<file path="src/rtl/spi_cmd_pkg.sv">
package spi_cmd_pkg;

  typedef enum logic [1:0] {
    K_SILENT = 2'd0,
    K_STATUS = 2'd1,
    K_READ   = 2'd2,
    K_WRITE  = 2'd3
  } cmd_kind_e;

  typedef struct packed {
    cmd_kind_e kind;
    logic      dual_addr;
    logic      dual_data;
    logic      dummy;
  } cmd_dec_t;

  typedef enum logic [2:0] {
    PH_IDLE  = 3'd0,
    PH_CMD   = 3'd1,
    PH_ADDR  = 3'd2,
    PH_DUMMY = 3'd3,
    PH_TXD   = 3'd4,
    PH_RXD   = 3'd5,
    PH_HALT  = 3'd6
  } phase_e;

  localparam logic [7:0] READY_BYTE = 8'h5A;
  localparam logic [7:0] BUSY_BYTE  = 8'h00;

  // Fixed codes take priority over the flag-bit decode.
  function automatic cmd_dec_t decode_cmd(input logic [7:0] c);
    cmd_dec_t d;
    d.kind      = c[7] ? K_READ : K_WRITE;
    d.dual_addr = c[6];
    d.dual_data = c[5];
    d.dummy     = c[7] & c[4];
    case (c)
      8'h05: d = '{kind: K_STATUS, dual_addr: 1'b0, dual_data: 1'b0, dummy: 1'b0};
      8'h15: d = '{kind: K_STATUS, dual_addr: 1'b0, dual_data: 1'b1, dummy: 1'b0};
      8'h25, 8'h0E, 8'h54:
             d = '{kind: K_SILENT, dual_addr: 1'b0, dual_data: 1'b0, dummy: 1'b0};
      8'h0B: d = '{kind: K_READ,   dual_addr: 1'b0, dual_data: 1'b0, dummy: 1'b0};
      8'h0C: d = '{kind: K_READ,   dual_addr: 1'b0, dual_data: 1'b1, dummy: 1'b0};
      8'h51: d = '{kind: K_WRITE,  dual_addr: 1'b0, dual_data: 1'b0, dummy: 1'b0};
      8'h52: d = '{kind: K_WRITE,  dual_addr: 1'b0, dual_data: 1'b1, dummy: 1'b0};
      default: ;
    endcase
    return d;
  endfunction

  function automatic logic [7:0] status_byte(input logic ready);
    return ready ? READY_BYTE : BUSY_BYTE;
  endfunction

endpackage

</file>
<file path="src/rtl/spi_pin_sync.sv">
module spi_pin_sync #(
  parameter int           W       = 4,
  parameter int           STAGES  = 2,
  parameter logic [W-1:0] RST_VAL = '0
) (
  input  logic         clk,
  input  logic         rst_n,
  input  logic [W-1:0] d,
  output logic [W-1:0] q
);
  logic [STAGES-1:0][W-1:0] st_q;

  always_ff @(posedge clk or negedge rst_n) begin
    if (!rst_n) begin
      for (int i = 0; i < STAGES; i++) st_q[i] <= RST_VAL;
    end else begin
      st_q[0] <= d;
      for (int i = 1; i < STAGES; i++) st_q[i] <= st_q[i-1];
    end
  end

  assign q = st_q[STAGES-1];
endmodule

</file>
<file path="src/rtl/spi_edge_det.sv">
module spi_edge_det (
  input  logic clk,
  input  logic rst_n,
  input  logic lvl,
  output logic rise,
  output logic fall
);
  logic prev_q;

  always_ff @(posedge clk or negedge rst_n) begin
    if (!rst_n) prev_q <= 1'b0;
    else        prev_q <= lvl;
  end

  assign rise = lvl & ~prev_q;
  assign fall = ~lvl & prev_q;
endmodule

</file>
<file path="src/rtl/spi_tx_serializer.sv">
module spi_tx_serializer (
  input  logic       clk,
  input  logic       rst_n,
  input  logic       clear,
  input  logic       active,
  input  logic       fall,
  input  logic       dual,
  input  logic [7:0] next_byte,
  output logic [1:0] io_out,
  output logic [1:0] io_oe,
  output logic       load
);
  logic [7:0] sh_q;
  logic [3:0] left_q;

  assign load = active & fall & (left_q == 4'd0);

  always_ff @(posedge clk or negedge rst_n) begin
    if (!rst_n) begin
      sh_q   <= '0;
      left_q <= '0;
      io_out <= '0;
      io_oe  <= '0;
    end else if (clear) begin
      sh_q   <= '0;
      left_q <= '0;
      io_out <= '0;
      io_oe  <= '0;
    end else if (active && fall) begin
      io_oe <= dual ? 2'b11 : 2'b10;
      if (left_q == 4'd0) begin
        if (dual) begin
          io_out <= next_byte[7:6];
          sh_q   <= {next_byte[5:0], 2'b00};
          left_q <= 4'd6;
        end else begin
          io_out <= {next_byte[7], 1'b0};
          sh_q   <= {next_byte[6:0], 1'b0};
          left_q <= 4'd7;
        end
      end else if (dual) begin
        io_out <= sh_q[7:6];
        sh_q   <= {sh_q[5:0], 2'b00};
        left_q <= left_q - 4'd2;
      end else begin
        io_out <= {sh_q[7], 1'b0};
        sh_q   <= {sh_q[6:0], 1'b0};
        left_q <= left_q - 4'd1;
      end
    end
  end

  AST_OE_SHAPE: assert property (@(posedge clk) disable iff (!rst_n)
    (io_oe == 2'b00) || (io_oe == 2'b10) || (io_oe == 2'b11));
endmodule

</file>
<file path="src/rtl/spi_cmd_slave.sv">
module spi_cmd_slave
  import spi_cmd_pkg::*;
#(
  parameter int ADDR_W       = 16,
  parameter int SYNC_STAGES  = 2,
  parameter int DUMMY_CYCLES = 4
) (
  input  logic              clk,
  input  logic              rst_n,
  input  logic              spi_sclk_i,
  input  logic              spi_csn_i,
  input  logic [1:0]        spi_io_i,
  output logic [1:0]        spi_io_o,
  output logic [1:0]        spi_io_oe_o,
  input  logic              ready_i,
  output logic [7:0]        last_cmd_o,
  output logic              cmd_irq_o,
  output logic [ADDR_W-1:0] addr_o,
  output logic [7:0]        rx_data_o,
  output logic              rx_valid_o,
  input  logic [7:0]        tx_data_i,
  output logic              tx_pop_o
);
  localparam int SH_W  = (ADDR_W > 8) ? ADDR_W : 8;
  localparam int CNT_W = $clog2(SH_W + DUMMY_CYCLES + 1) + 1;

  // Synchronized pins: {sclk, csn, io1, io0}
  logic [3:0] pins_s;
  logic       sclk_s, csn_s;
  logic [1:0] io_s;

  spi_pin_sync #(.W(4), .STAGES(SYNC_STAGES), .RST_VAL(4'b0100)) u_sync (
    .clk   (clk),
    .rst_n (rst_n),
    .d     ({spi_sclk_i, spi_csn_i, spi_io_i}),
    .q     (pins_s)
  );

  assign sclk_s = pins_s[3];
  assign csn_s  = pins_s[2];
  assign io_s   = pins_s[1:0];

  logic sclk_rise, sclk_fall;

  spi_edge_det u_edge (
    .clk   (clk),
    .rst_n (rst_n),
    .lvl   (sclk_s),
    .rise  (sclk_rise),
    .fall  (sclk_fall)
  );

  phase_e           phase_q;
  cmd_dec_t         dec_q;
  logic [SH_W-1:0]  sh_q;
  logic [CNT_W-1:0] cnt_q;

  // Internal events, named for the assertions
  logic             lane_dual;
  logic [SH_W-1:0]  shift_nxt;
  logic [CNT_W-1:0] cnt_nxt;
  logic             cmd_done, addr_done, byte_in_done, dummy_done;
  logic [7:0]       cmd_byte;
  cmd_dec_t         new_dec;

  always_comb begin
    case (phase_q)
      PH_ADDR: lane_dual = dec_q.dual_addr;
      PH_RXD:  lane_dual = dec_q.dual_data;
      default: lane_dual = 1'b0;
    endcase
  end

  assign shift_nxt = lane_dual ? {sh_q[SH_W-3:0], io_s[1], io_s[0]}
                               : {sh_q[SH_W-2:0], io_s[0]};
  assign cnt_nxt   = cnt_q + (lane_dual ? CNT_W'(2) : CNT_W'(1));
  assign cmd_byte  = shift_nxt[7:0];
  assign new_dec   = decode_cmd(cmd_byte);

  assign cmd_done     = (phase_q == PH_CMD)   && sclk_rise && (cnt_nxt == CNT_W'(8));
  assign addr_done    = (phase_q == PH_ADDR)  && sclk_rise && (cnt_nxt == CNT_W'(ADDR_W));
  assign byte_in_done = (phase_q == PH_RXD)   && sclk_rise && (cnt_nxt == CNT_W'(8));
  assign dummy_done   = (phase_q == PH_DUMMY) && sclk_rise && (cnt_nxt == CNT_W'(DUMMY_CYCLES));

  always_ff @(posedge clk or negedge rst_n) begin
    if (!rst_n) begin
      phase_q    <= PH_IDLE;
      dec_q      <= '0;
      sh_q       <= '0;
      cnt_q      <= '0;
      last_cmd_o <= '0;
      cmd_irq_o  <= 1'b0;
      addr_o     <= '0;
      rx_data_o  <= '0;
      rx_valid_o <= 1'b0;
    end else begin
      cmd_irq_o  <= 1'b0;
      rx_valid_o <= 1'b0;
      if (csn_s) begin
        phase_q <= PH_IDLE;
        cnt_q   <= '0;
      end else begin
        case (phase_q)
          PH_IDLE: begin
            phase_q <= PH_CMD;
            cnt_q   <= '0;
          end
          PH_CMD: if (sclk_rise) begin
            sh_q  <= shift_nxt;
            cnt_q <= cnt_nxt;
            if (cmd_done) begin
              last_cmd_o <= cmd_byte;
              cmd_irq_o  <= 1'b1;
              dec_q      <= new_dec;
              cnt_q      <= '0;
              case (new_dec.kind)
                K_STATUS: phase_q <= PH_TXD;
                K_SILENT: phase_q <= PH_HALT;
                default:  phase_q <= PH_ADDR;
              endcase
            end
          end
          PH_ADDR: if (sclk_rise) begin
            sh_q  <= shift_nxt;
            cnt_q <= cnt_nxt;
            if (addr_done) begin
              addr_o <= shift_nxt[ADDR_W-1:0];
              cnt_q  <= '0;
              if (dec_q.kind == K_WRITE)                    phase_q <= PH_RXD;
              else if (dec_q.dummy && (DUMMY_CYCLES > 0))   phase_q <= PH_DUMMY;
              else                                          phase_q <= PH_TXD;
            end
          end
          PH_DUMMY: if (sclk_rise) begin
            cnt_q <= cnt_nxt;
            if (dummy_done) begin
              cnt_q   <= '0;
              phase_q <= PH_TXD;
            end
          end
          PH_RXD: if (sclk_rise) begin
            sh_q  <= shift_nxt;
            cnt_q <= cnt_nxt;
            if (byte_in_done) begin
              rx_data_o  <= shift_nxt[7:0];
              rx_valid_o <= 1'b1;
              cnt_q      <= '0;
            end
          end
          default: ;
        endcase
      end
    end
  end

  // Read / status output path
  logic       tx_active, tx_load;
  logic [7:0] tx_next;

  assign tx_active = (phase_q == PH_TXD);
  assign tx_next   = (dec_q.kind == K_STATUS) ? status_byte(ready_i) : tx_data_i;

  spi_tx_serializer u_ser (
    .clk       (clk),
    .rst_n     (rst_n),
    .clear     (csn_s | ~tx_active),
    .active    (tx_active),
    .fall      (sclk_fall),
    .dual      (dec_q.dual_data),
    .next_byte (tx_next),
    .io_out    (spi_io_o),
    .io_oe     (spi_io_oe_o),
    .load      (tx_load)
  );

  assign tx_pop_o = tx_load & (dec_q.kind == K_READ);

  AST_CSN_RELEASE: assert property (@(posedge clk) disable iff (!rst_n)
    csn_s |=> (spi_io_oe_o == 2'b00));
  AST_IRQ_PULSE: assert property (@(posedge clk) disable iff (!rst_n)
    cmd_irq_o |=> !cmd_irq_o);
  AST_CMD_HOLD: assert property (@(posedge clk) disable iff (!rst_n)
    !cmd_irq_o |-> $stable(last_cmd_o));
  AST_POP_READ_ONLY: assert property (@(posedge clk) disable iff (!rst_n)
    tx_pop_o |-> (dec_q.kind == K_READ));
  AST_HALT_SILENT: assert property (@(posedge clk) disable iff (!rst_n)
    (phase_q == PH_HALT) |-> (!rx_valid_o && !tx_pop_o && spi_io_oe_o == 2'b00));
  AST_RX_WRITE_ONLY: assert property (@(posedge clk) disable iff (!rst_n)
    rx_valid_o |-> (dec_q.kind == K_WRITE));
  AST_ONE_EVENT: assert property (@(posedge clk) disable iff (!rst_n)
    $onehot0({rx_valid_o, tx_pop_o, cmd_irq_o}));
endmodule

</file>
<file path="config.mk">
export PLATFORM = sky130hd
export DESIGN_NAME = spi_cmd_slave
export DESIGN_NICKNAME = d
export VERILOG_FILES = /design/src/rtl/spi_cmd_pkg.sv /design/src/rtl/spi_pin_sync.sv /design/src/rtl/spi_edge_det.sv /design/src/rtl/spi_tx_serializer.sv /design/src/rtl/spi_cmd_slave.sv
export SDC_FILE = /design/constraint.sdc
export NUM_CORES = 1
export LEC_CHECK = 0
export BUFFER_PORTS_ARGS = -buffer_cell sky130_fd_sc_hd__buf_4
export CORE_ASPECT_RATIO = 0.8
export CORE_MARGIN = 1
export CORE_UTILIZATION = 60
export CTS_BUF_LIST = sky130_fd_sc_hd__clkbuf_2 sky130_fd_sc_hd__clkbuf_4 sky130_fd_sc_hd__clkbuf_8
export CTS_CLUSTER_DIAMETER = 50
export DETAILED_ROUTE_END_ITERATION = 12
export GPL_TIMING_DRIVEN = 0
export MAX_ROUTING_LAYER = met4
export PLACE_DENSITY_LB_ADDON = 0.05
export SYNTH_ARGS = -nofsm -noshare
export SYNTH_HDL_FRONTEND = slang
export SYNTH_HIERARCHICAL = 1
export SYNTH_SLANG_ARGS = --single-unit
</file>
<file path="constraint.sdc">
create_clock -name clk -period 3.7 [get_ports clk]
set_input_delay 0.555 -clock clk [delete_from_list [all_inputs] [get_ports clk]]
set_output_delay 0.555 -clock clk [all_outputs]
set_load 0.03 [all_outputs]
</file>
==> flow_summary.yaml, run 1 <==
pwr:
  p_leak_nw: 2.43
  peakVddDrop_mv: 0.328
  pwr_density_cell_mw_per_mm2: 361
synth:
  synthArstFlopShare_pct: 100
  synth_top_area_cell: "dfrtp_1"
  yosysTopAreaCellShare_pct: 46.7
  synth_edf_count: 0
  seq_area_frac_synth_pct: 47.9
  synth_nets: 491
  yosysWarningCount: 6
  synth_area_leaders: "dfrtp_1 (47%), nand2_1 (4.9%), a21oi_1 (4.4%)"
  avgSynthCellArea_um2: 9.68
  ys_types: 72
  ys.flop_type: "dfrtp_1"
  synthCells: 470
  ys_ff_latch: 87
  synth_area_mm2: 0.00455
layout:
  nFillCells: 570
  mostFrequentLayoutCells: "dfrtp_1 (85), buf_4 (61), nand2_1 (58), nor2_1 (43), a21oi_1 (40)"
  antennaDiodeCount: 0
  finalNetCount: 554
  final_cell_count_no_fill: 627
  layout_commonest_cell: "dfrtp_1"
  drive_gt1_share_pct: 21.4
  syn2layout_area_growth_pct: 15.6
sta:
  worst_pin_slew_ps: 1070
  final-hold-violation-count: 0
  fin_crit_ps: 3460
  finalCritPeriodShare_pct: 93.4
  skew_ps: 14.3
  tns_ps: 0
  holdWs_ps: 280
  slew-limit-headroom_pct: 28.8
  setup_viol: 0
  drv_slew: 0
  rsz0062_at_grt: "no"
  max_freq_mhz: 289
setup_path:
  r2r_cells: 12
  end_kind: "flip-flop"
  r2r_setup_slack_ps: 240
  r2r_start: "phase_q[0]$_DFFE_PN0P_"
  start_kind: "flip-flop"
  critPathArrivalTime_ps: 3680
  crit_path_max_fanout: 11
  critical_path_required_ps: 3930
  criticalPathCategory: "flip-flop to flip-flop"
  r2r-end: "last_cmd_o[6]$_DFFE_PN0P_"
grt:
  grt_overflow_total: 0
  grt_pass1_wl_mm: 17.2
  track_usage_pct: 29.1
  antenna_found_initial: 0
  grt_max_degree: 88
  first_global_vias: 3560
route:
  wl_per_cell_um: 16.4
  wirelength_mm: 10.3
  ant_nets: 0
  avgViaCountPerCell: 5.99
  route.detailed.drc: 0
  vias: 3757
  dr.first_iter.drc_count: 207
  firstDrtPassIters: 5
clock_network:
  post_cts_buffers: 0
  clkTransAtPathRegs_ps: 90
  clockBufferDepth: 2
  ctsHoldBuffers: 0
  cts_tree: "yes"
  clock_latency_ps: 370
  cts_sinks: 87
  htree_levels: 3
  cts_buffers: 9
  cts_root_buf: "clkbuf_8"
place:
  hpwl_mm: 7.19
  portBuffers: 53
  dpl.cell_count: 613
  gp_congestion: 0.966
hold_path:
  min_path_cells: 1
  hold_start: "spi_io_i[0]"
  hold_class: "primary input to flip-flop"
  min_to: "u_sync/st_q[0]$_DFF_PN0_"
floorplanning:
  start_util_pct: 61.9
  die_y_um: 79.9
  io_pins: 54
  die_w_um: 99.4
  dieArea_mm2: 0.00794
  rows: 28
  core_area_mm2: 0.00736
job:
  cap_violations: 0
run_status:
  status: "complete, no violations"
-- report_power, final --
group / switching [W] / total, W / internal, W
Sequential: 0.0000271 / 0.00100 / 0.000977
Clock: 0.000350 / 0.000662 / 0.000313
Combinational: 0.000161 / 0.000235 / 0.0000747
Total: 0.000538 / 0.00190 / 0.00136
-- cell type report --
cell class | count | area (µm²) | share of cell area [%]
Clock buffer | 9 | 124 | 2.35
Sequential cell | 87 | 2180 | 41.4
Tap cell | 90 | 113 | 2.14
Buffer | 32 | 176 | 3.35
Inverter | 12 | 47.5 | 0.903
Timing Repair Buffer | 53 | 398 | 7.56
Clock inverter | 6 | 68.8 | 1.31
Multi-Input combinational cell | 338 | 2160 | 41.0
-- Yosys cell counts (3+ instances only) --
library cell,n
nand2_1,59
or3_1,3
nand3_1,8
nor3b_1,3
nand3b_1,6
o21a_1,3
a21o_1,7
dfrtp_1,85
nor2b_1,5
xnor2_1,3
a211oi_1,5
nor3_1,7
o21ai_0,37
clkbuf_1,13
nor4_1,3
buf_4,8
mux2i_1,19
a21oi_1,40
and2_1,7
inv_1,10
mux2_2,6
buf_2,9
a311oi_1,3
nor2_1,44
ha_1,5
nand2b_1,8
nor4b_1,4
o31ai_1,3
-- how the worst max path moves through the flow --
stage,startpoint,end,slack [ps],cells past startpoint
floorplan,phase_q[2]$_DFFE_PN0P_,dec_q[1]$_DFFE_PN0P_,470,14
global placement,phase_q[0]$_DFFE_PN0P_,rx_data_o[5]$_DFFE_PN0P_,30,14
detailed placement,phase_q[0]$_DFFE_PN0P_,rx_data_o[6]$_DFFE_PN0P_,-10,14
CTS,phase_q[0]$_DFFE_PN0P_,last_cmd_o[6]$_DFFE_PN0P_,10,14
global route,phase_q[2]$_DFFE_PN0P_,last_cmd_o[5]$_DFFE_PN0P_,5,12
finish,phase_q[0]$_DFFE_PN0P_,last_cmd_o[6]$_DFFE_PN0P_,240,12
-- layer usage --
metal / routed length (µm) / vias up / global-route usage (%)
met5: 0 / - / -
met4: 162 / 0 / 9.85
met3: 438 / 15 / 6.30
met2: 4920 / 103 / 45.3
met1: 4770 / 1845 / 38.3
li1: - / 1794 / -
-- what timing repair did --
action	CTS	global route
gates resized for setup	2	5
endpoints found under the setup margin	8	39
pin swaps	0	1
cloned	0	0
-- logic make-up after synthesis --
kind of cell    synth area share (%)
compound gates                  17.8
fa+ha+maj                       1.81
flops                           47.9
xor+xnor                       0.577
simple gates                    19.9
buf+inv                         4.95
mux                             7.12
-- sequential cells by signal (all words and copies together) (netlist names) --
| register | flops |
|---|---|
| u_ser/sh_q | 7 |
| u_sync/st_q | 4 |
| u_ser/io_oe | 2 |
| last_cmd_o | 8 |
| addr_o | 16 |
| sh_q | 15 |
| rx_valid_o | 1 |
| rx_data_o | 8 |
| u_ser/io_out | 2 |
| phase_q | 3 |
| u_edge/prev_q | 1 |
| dec_q | 5 |
| cnt_q | 6 |
| cmd_irq_o | 1 |
| u_ser/left_q | 4 |
| u_sync/q | 4 |
-- critical path, stage by stage (launching register included) --
cell	delay, ps
dfrtp_1	450
nand4bb_2	320
nand2_2	180
buf_2	320
ha_1	320
a21oi_2	290
nor3_1	130
nor3_4	280
nand3_2	170
or3_4	390
clkbuf_1	240
nand2_1	120
o21ai_0	100
-- stage by stage --
| step | utilization (%) | area (µm²) | worst slack [ps] | total power, W |
|---|---|---|---|---|
| after floorplan | - | 4550 | 466 | 0.00116 |
| after global placement | 68.8 | 5060 | 26.0 | 0.00125 |
| after detailed placement | 68.8 | 5060 | -10.6 | 0.00125 |
| after CTS | 71.5 | 5260 | 14.7 | 0.00191 |
| after global routing | 71.5 | 5260 | 5.49 | 0.00198 |
| final | 71.5 | 5260 | 245 | 0.00190 |
Power figures use the tool's default switching activity.
==> run 2, diff against run 1 <==
- SYNTH_HIERARCHICAL: 1 -> not set
==> run 2 against run 1 <==
Net effect:
- the run now ends with setup timing left
- sequential cell count stayed put
- combinational power is 6% lower
- critical path type unchanged
- setup slack worse by 340 ps
- sequential share of layout area is 2.4 points lower
- highest routed layer unchanged
- first-iteration DRC count is 92% higher
- via count is 6.2% higher
- total power is 1.8% higher
- fmax is 9.1% lower
- clock skew is 6.3 ps lower
==> flow_summary.yaml, run 2 <==
run_status:
  status: "finished, violations left"
  violations: "setup timing"
place:
  hpwl_mm: 7.38
  gp_congestion: 0.938
  dpl-instance-area_mm2: 0.00490
  pre_cts_ws_ps: -691
  portBuffers: 53
synth:
  synth_nets: 495
  avgSynthCellArea_um2: 9.18
  synth_area_mm2: 0.00435
  synth_edf_count: 0
  yosysTopAreaCellShare_pct: 48.9
  yosysWarningCount: 0
  synth_area_leaders: "dfrtp_1 (49%), nand2_1 (7.2%), o21ai_0 (6.7%)"
  ys_types: 60
  synthArstFlopShare_pct: 100
  ys.flop_type: "dfrtp_1"
  synth.most_common_cell: "dfrtp_1"
  seq_area_frac_synth_pct: 50.1
  synth_common_cells: "dfrtp_1 (85), nand2_1 (84), o21ai_0 (58)"
  synth_top_area_cell: "dfrtp_1"
  synthCells: 474
  ys_ff_latch: 87
sta:
  holdWs_ps: 298
  worst_pin_slew_ps: 1080
  slew-limit-headroom_pct: 27.7
  skew_ps: 8.00
  setup_ws_ps: -100
  final-hold-violation-count: 0
  finalCritPeriodShare_pct: 103
  rsz0062_at_grt: "yes"
  max_freq_mhz: 263
  drv_slew: 0
  setup_viol: 9
  tns_ps: -225
  fin_crit_ps: 3800
setup_path:
  start_kind: "flip-flop"
  crit_path_max_fanout: 4
  critPathArrivalTime_ps: 4040
  cp_common_cell: "buf_6"
  criticalPathCategory: "flip-flop to flip-flop"
  crit_path_top_delay_cell: "or4b_4"
  critical_path_required_ps: 3940
  max_stage_delay_ps: 500
  end_kind: "flip-flop"
  critPathBufInv: 4
  worstPathCellList: "nand4bb_1 -> clkbuf_8 -> nand2_8 -> inv_12 -> ha_4 -> fa_2 -> nor4b_4 -> or4b_4 -> a211o_1 -> buf_6 -> buf_6 -> or4_4 -> o21ba_4 -> a21oi_2"
  crit_family: "simple AND/OR/NAND/NOR gates"
clock_network:
  cts_sinks: 87
  clockBufferDepth: 2
  clock_latency_ps: 360
  cts_buffers: 9
  clkTransAtPathRegs_ps: 80
  cts_tree: "yes"
  cts_root_buf: "clkbuf_8"
  ctsHoldBuffers: 0
  htree_levels: 3
layout:
  reg_top3: "addr_o: 16 flops, sh_q: 15 flops"
  antennaDiodeCount: 0
  mostFrequentLayoutCells: "dfrtp_1 (84), buf_4 (75), nand2_1 (68), o21ai_0 (49), a21oi_1 (24)"
  regMostFlops: "addr_o"
  largest_reg_flops: 16
  drive_gt1_share_pct: 26.6
  syn2layout_area_growth_pct: 28.3
  fin_area_mm2: 0.00558
  finalNetCount: 584
  layout_commonest_cell: "dfrtp_1"
floorplanning:
  rows: 27
  die_y_um: 78.2
  dieArea_mm2: 0.00760
  io_pins: 54
  start_util_pct: 62.5
  die_w_um: 97.2
  core_area_mm2: 0.00696
route:
  wirelength_mm: 11.7
  avgViaCountPerCell: 6.10
  vias: 3989
  wl_per_cell_um: 17.9
  firstDrtPassIters: 5
  route.detailed.drc: 0
  dr.first_iter.drc_count: 398
  ant_nets: 0
grt:
  grt_max_degree: 88
  first_global_vias: 3731
  track_usage_pct: 32.6
  grt_pass1_wl_mm: 18.8
  antenna_found_initial: 0
  grt_overflow_total: 0
pwr:
  peakVddDrop_mv: 0.270
  pwr_density_cell_mw_per_mm2: 347
  total_power_w: 0.00194
  p_leak_nw: 2.56
hold_path:
  hold_class: "primary input to flip-flop"
job:
  cap_violations: 0
run 2: cell count changes in the layout (fill, tap and decap cells not counted), sizes merged, moves of 7 or more:
cell | previous run | this run
nor2 | 44 | 21
o21ai | 39 | 68
a21oi | 41 | 27
clkbuf | 22 | 35
nand2 | 59 | 84
a22o | 2 | 9
buf | 72 | 87
run 2: worst register-to-register path, delay by kind of cell (launching register included):
| kind | cells | cell delay, ps |
|---|---|---|
| AO/OA/AOI/OAI | 3 | 610 |
| adder cells (fa/ha/maj) | 2 | 650 |
| buffers and inverters | 4 | 460 |
| flip-flops | 1 | 430 |
| AND/OR/NAND/NOR | 5 | 1550 |
run 2: layout make-up:
class	instances	area, µm²
clock buffers	11	145
multi-input cells	338	2190
plain buffers	29	174
fillers	457	1380
flip-flops and latches	87	2180
repair buffers	82	643
well taps	87	109
clock inverters	4	70.1
inverters	16	72.6
run 2: per-layer routing:
metal	vias up	global-route usage, %	wire, µm
met5	-	-	0
met4	0	8.38	150
met3	22	6.59	828
met2	191	48.4	5340
met1	1910	46.4	5370
li1	1866	-	-
run 2: where the power goes:
group	leakage, nW	internal, W	switching [W]
combinational	1.26	0.0000707	0.000151
sequential	1.18	0.000971	0.0000168
clock	0.113	0.000401	0.000325
total	2.56	0.00144	0.000493
run 2: final timing paths:
path / startpoint / endpoint / slack, ps / cells past startpoint
worst min-delay path: spi_io_i[1] / u_sync.st_q[1]$_DFF_PN0_ / 300 / 1
worst max-delay path: phase_q[0]$_DFFE_PN0P_ / dec_q[3]$_DFFE_PN0P_ / -100 / 14
min in group asynchronous: rst_n / rx_valid_o$_DFF_PN0_ / 400 / 1
worst max register to register: phase_q[0]$_DFFE_PN0P_ / dec_q[3]$_DFFE_PN0P_ / -100 / 14
worst min register to register: u_sync.st_q[1]$_DFF_PN0_ / u_sync.q[1]$_DFF_PN0_ / 350 / 0
max in group asynchronous: rst_n / dec_q[1]$_DFFE_PN0P_ / 2570 / 1
run 2: logic make-up (layout without fill, tap and decap cells):
| logic type | Yosys count | in the layout | synth area share, % |
|---|---|---|---|
| adders and majority gates | 6 | 6 | 1.90 |
| xor gates and xnor gates | 2 | 2 | 0.402 |
| DFF | 87 | 87 | 50.1 |
| muxes | 17 | 17 | 3.94 |
| and+or+nand+nor | 168 | 168 | 18.9 |
| buffers and inverters | 49 | 142 | 4.31 |
| AOI/OAI and AO/OA | 145 | 145 | 20.4 |
run 2: repair_timing:
item | in CTS | in global routing
cloned | 2 | 1
pin swaps | 20 | 19
resized for setup | 38 | 53
buffers inserted | 19 | 7
endpoints found under the setup margin | 45 | 44
run 2: through the flow:
step	instances	utilization, %
global route	654	80.2
finish	654	80.2
CTS	648	77.9
global placement	614	70.4
detailed placement	614	70.4
floorplan	474	-
